===== config.mk =====
export PLATFORM = sky130hd
export DESIGN_NAME = io_window_xlate
export DESIGN_NICKNAME = d
export VERILOG_FILES = /design/src/rtl/io_window_xlate.sv
export SDC_FILE = /design/constraint.sdc
export NUM_CORES = 1
export LEC_CHECK = 0
export BUFFER_PORTS_ARGS = -buffer_cell sky130_fd_sc_hd__buf_2
export CORE_UTILIZATION = 43
export DETAILED_ROUTE_END_ITERATION = 12
export PLACE_DENSITY = 0.76
export SLEW_MARGIN = 25
export SYNTH_ARGS = -nofsm -noshare
export SYNTH_HDL_FRONTEND = slang
export SYNTH_SLANG_ARGS = --single-unit

===== constraint.sdc =====
create_clock -name clk -period 1.11 [get_ports clk]
set_clock_uncertainty 0.1 [all_clocks]
set_input_delay 0.111 -clock clk [delete_from_list [all_inputs] [get_ports clk]]
set_output_delay 0.111 -clock clk [all_outputs]
set_load 0.05 [all_outputs]

===== src/rtl/io_window_xlate.sv =====
module io_window_xlate #(
  parameter int          ADDR_W    = 32,
  parameter int          DATA_W    = 32,
  parameter logic [31:0] WIN_BASE  = 32'h8000_0000,
  parameter int          WIN_BITS  = 23,
  parameter int          FLAT_BITS = 16,
  parameter int          KEEP_BITS = 5,
  parameter int          PAGE_LSB  = 12,
  parameter int          PAGE_MSB  = 26,
  parameter int          SHIFT     = 7
) (
  input  logic              clk,
  input  logic              rst_n,
  input  logic              in_valid,
  input  logic [31:0]       in_addr,
  input  logic              in_write,
  input  logic [1:0]        in_size,
  input  logic [31:0]       in_wdata,
  input  logic              map_mode,
  output logic              out_valid,
  output logic              out_hit,
  output logic [19:0]       out_port,
  output logic              out_write,
  output logic [1:0]        out_size,
  output logic [31:0]       out_wdata
);
  localparam int PORT_W   = PAGE_MSB - SHIFT + 1;
  localparam int PAGE_W   = PAGE_MSB - PAGE_LSB + 1;
  localparam int TAG_W    = ADDR_W - WIN_BITS;

  logic              in_win;
  logic [PORT_W-1:0] flat_port, spread_port, next_port;

  assign in_win = (in_addr[ADDR_W-1:WIN_BITS] == WIN_BASE[ADDR_W-1:WIN_BITS]);

  assign flat_port   = PORT_W'(in_addr[FLAT_BITS-1:0]);
  assign spread_port = {in_addr[PAGE_MSB:PAGE_LSB], in_addr[KEEP_BITS-1:0]};

  generate
    if (PAGE_LSB - SHIFT == KEEP_BITS) begin : g_dense
      assign next_port = map_mode ? spread_port : flat_port;
    end else begin : g_sparse
      logic [PORT_W-1:0] shifted;
      assign shifted   = PORT_W'({in_addr[PAGE_MSB:PAGE_LSB], {PAGE_LSB{1'b0}}} >> SHIFT)
                       | PORT_W'(in_addr[KEEP_BITS-1:0]);
      assign next_port = map_mode ? shifted : flat_port;
    end
  endgenerate

  always_ff @(posedge clk) begin
    if (!rst_n) begin
      out_valid <= 1'b0;
      out_hit   <= 1'b0;
      out_port  <= '0;
      out_write <= 1'b0;
      out_size  <= '0;
      out_wdata <= '0;
    end else begin
      out_valid <= in_valid;
      out_hit   <= in_valid && in_win;
      if (in_valid) begin
        out_port  <= in_win ? next_port : '0;
        out_write <= in_write;
        out_size  <= in_size;
        out_wdata <= in_wdata;
      end
    end
  end


  vld_rise_chk: assert property (@(posedge clk) disable iff (!rst_n)
    in_valid |=> out_valid);

  vld_drop_chk: assert property (@(posedge clk) disable iff (!rst_n)
    !in_valid |=> !out_valid);

  hit_needs_vld_chk: assert property (@(posedge clk) disable iff (!rst_n)
    out_hit |-> out_valid);

  miss_port_chk: assert property (@(posedge clk) disable iff (!rst_n)
    (in_valid && !in_win) |=> (!out_hit && out_port == '0));

  spread_low_chk: assert property (@(posedge clk) disable iff (!rst_n)
    (in_valid && in_win && map_mode) |=> out_port[KEEP_BITS-1:0] == $past(in_addr[KEEP_BITS-1:0]));

  fwd_chk: assert property (@(posedge clk) disable iff (!rst_n)
    in_valid |=> (out_size == $past(in_size) && out_write == $past(in_write)
                  && out_wdata == $past(in_wdata)));

  idle_hold_chk: assert property (@(posedge clk) disable iff (!rst_n)
    !in_valid |=> ($stable(out_port) && $stable(out_size) && $stable(out_write)
                   && $stable(out_wdata)));

  logic unused_tag;
  assign unused_tag = ^{TAG_W{1'b0}} ^ ^{PAGE_W{1'b0}} ^ ^{DATA_W{1'b0}};
endmodule


* Word-level counts from Yosys, hierarchy flattened
Cells that the tools add are included.
Cells by class: muxes and demuxes 2, equal/unequal tests 1, reductions and logical operators 1
Operators with widths (count):
- 20-bit two-way mux | 2
- 9-bit == test, second input constant | 1
- 1-bit logical AND | 1
Storage, ports and cells: word-level logic and storage cells 10, bits of input ports 71, register bits 57

* Longest topological paths before layout
depth after elaboration 2, depth in mapped cells 5, mapped depth without buffers 3

* Worst setup path before layout
Ideal clock, no wire load.
path kind in2reg, start input port in_addr[23], end register out_port[14], required time 893 ps, stages on the path 4, slack 96 ps, library setup time 117 ps, arrival time 797 ps, path through and4bb_1 and3_1 buf_6 a22o_1
On the way: word-level cells in the longest chain between the ends 2
RTL lines:
- start, declared | line 15 | input logic [31:0] in_addr,
- 9-bit == test | line 34 | assign in_win = (in_addr[ADDR_W-1:WIN_BITS] == WIN_BASE[ADDR_W-1:WIN_BITS]);
- 20-bit two-way mux | line 62 | out_port <= in_win ? next_port : '0;
- end signal, assigned | line 62
- end, declared | line 22 | output logic [19:0] out_port,
Every way passes these cells. A chain may end at the register's enable or synchronous reset.

* Final worst setup path
start register out_port[5], end output port out_port[5]
No word-level cell between the ends.

==> flow_summary.ini <==
[timing]
maxSlewViolCount = 0
fin_crit_sh = 0.9837
timing.fmax_ghz = 0.9158
whs_ps = 35.96
layout_min_cycle_time_ps = 1092
max_slew_margin = 0.8099
fin_ws_ps = 18.10
setup_viol = 0
hold_viol_final = 0
max_slew.worst_pin.slew_ps = 285.2

[synth]
synth_area_mm2 = 0.002135
syn_nets = 258
synth-xor-area-share = 0
netlist_top_cells_area = dfxtp_1 (53%), mux2i_1 (21%), nor2b_1 (11%), a22o_1 (2.5%), o21ai_1 (2.3%)
synth_async_sr_flop_share = 0
syn_area_per_cell_um2 = 11.41
ys_types = 17
synthCells = 187
synth_commonest_cells = dfxtp_1 (57), mux2i_1 (45), nor2b_1 (36)
synth-compound-area-share = 0.04807
muxShareOfSynthArea = 0.2163
synth-seq-cells = 57
synthSimpleGateAreaFrac = 0.1671
synth_edf_count = 0
synth_seq_area_share = 0.5346
synth_top_family_by_area = multiplexers
yosys_warnings = 0
synthAdderAreaFrac = 0
synth_top_area_cell = dfxtp_1
yosysTopAreaCellShare = 0.5346
synth_flop_cell = dfxtp_1
yosysMostFrequentCell = dfxtp_1

[floorplan]
dieArea_mm2 = 0.005250
coreArea_mm2 = 0.004755
initial_utilization = 0.4489
dieHeight_um = 72.46
row_count = 25
ios = 128
die_x_um = 72.46

[global_routing]
gr-total-overflow = 0
grt_max_degree = 28
grt_pass1_vias = 2252
grtUsageTotal = 0.2740
grt_antenna_before_repair = 1
grt_pass1_wl_mm = 10.46

[final_layout]
final_nets = 451
multiInputGateArea_um2 = 920.9
ff_latch_area_mm2 = 0.001150
fillers = 280
syn_to_final_growth_pct = 83.70
final_area_mm2 = 0.003921
final_layout_size_suffix_gt1_frac = 0.4260

[worst_setup_path]
max_stage_delay_ps = 370
slowest_stage = dfxtp_1
critPathBufInv = 1
cp-start-kind = register
crit_path_cell_trace = buf_6
required_ps = 900
crit_type = reg -> out
worstPathArrival_ps = 880
path_delay_family = flip-flops
end_kind = output pin
cp_max_fo = 2

[place]
dpl_cell_area_mm2 = 0.002882
dpl_worst_slack_ps = -117.2
place_hpwl_mm = 3.481
gp_congestion = 0.7096
portBuffers = 127

[power_and_ir_drop]
combPwrFrac = 0.200
p_int_mw = 3.694
swShare = 0.2742
clkPwrFrac = 0.372
p_sw_mw = 1.396
leakagePower_nw = 1.879
pwr_density_cell_mw_per_mm2 = 1298
seqPwrFrac = 0.428
ir_drop_uv = 921.8

[clock_tree]
numCtsBuffers = 9
htreeDepth = 3
cts_tree = yes
clk_pin_slew_ps = 70
clock_latency_ps = 320
clock_sinks = 57
clock-root-buffer = clkbuf_8
post_cts_buffers = 0
cts_buffer_depth = 2

[detailed_routing]
ant_nets = 0
totalWireLength_mm = 7.593
first_pass_iters = 4
wl_per_cell_um = 16.76
drc_errors = 0
num_vias = 2192
first_iter_violations = 80
routed_via_density = 4.839

[outcome]
status = finished clean

[job]
drv_cap = 0

[hold_path]
hp-class = in -> reg
stage by stage:
stage                     cells  power, mW  setup TNS [ps]    util
final                       453      5.090               0  0.8247
after global routing        453      5.264          -28.94  0.8247
after CTS                   452      5.017               0  0.7966
after detailed placement    379      2.956          -781.3  0.6061
after global placement      379      2.945          -476.8  0.6061
after floorplan             187      2.696               0       -
logic make-up (layout without fill, tap and decap cells):
logic type / count (synthesis) / in the layout
buffers and inverters: 12 / 210
AO/OA/AOI/OAI: 16 / 16
flip-flops: 57 / 57
multiplexers: 46 / 46
AND/OR/NAND/NOR: 56 / 56
other: 0 / 1
final timing paths:
check,cells past startpoint,startpoint,slack (ps),to
worst min register to register,2,out_port[6],350,out_port[6]
worst max-delay path,1,out_port[5],20,out_port[5]
worst min-delay path,3,in_addr[21],40,out_port[14]
worst max register to register,2,out_wdata[7],250,out_wdata[7]
layout by cell type, fill, tap and decap left out, types with 10 or more instances in the layout:
| cell type | instances |
|---|---|
| o21ai_1 | 10 |
| buf_2 | 70 |
| nor2b_1 | 36 |
| dfxtp_1 | 50 |
| nand2_1 | 10 |
| buf_6 | 32 |
| buf_4 | 33 |
| dlygate4sd3_1 | 57 |
| mux2i_1 | 45 |
| clkbuf_8 | 10 |
routing by layer:
layer | GRT usage | vias up | wire [um]
li1 | - | 1018 | -
met1 | 0.2635 | 1015 | 2723
met2 | 0.5192 | 132 | 4089
met3 | 0.07500 | 27 | 506
met4 | 0.1569 | 0 | 273
met5 | 0 | - | 0
area by class of cell:
class                   instances  share of cell area
repair buffers                194              0.4001
flip-flops and latches         57              0.2932
multi-input cells             118              0.2348
clock buffers                  10             0.03510
well taps                      67             0.02138
clock inverters                 6             0.01468
diodes                          1           0.0006382
registers in the layout, indices dropped and copies added, names as in the netlist:
name	count
out_valid	1
out_port	20
out_write	1
out_hit	1
out_wdata	32
out_size	2
power by group through the flow:
stage	combinational (mW)	clock, mW	sequential, mW
floorplan	0.223	0	2.47
global placement	0.747	0	2.20
detailed placement	0.755	0	2.20
CTS	0.954	1.90	2.16
global route	1.07	2.02	2.18
finish	1.02	1.89	2.18
repair_timing:
action                                 in CTS  in global routing
setup endpoints to repair                  56                 33
resized for setup                          56                 41
endpoints found under the hold margin      50                  0
hold buffers                               57                  0
cloned                                      0                  0
(Power assumes the default switching activity.)
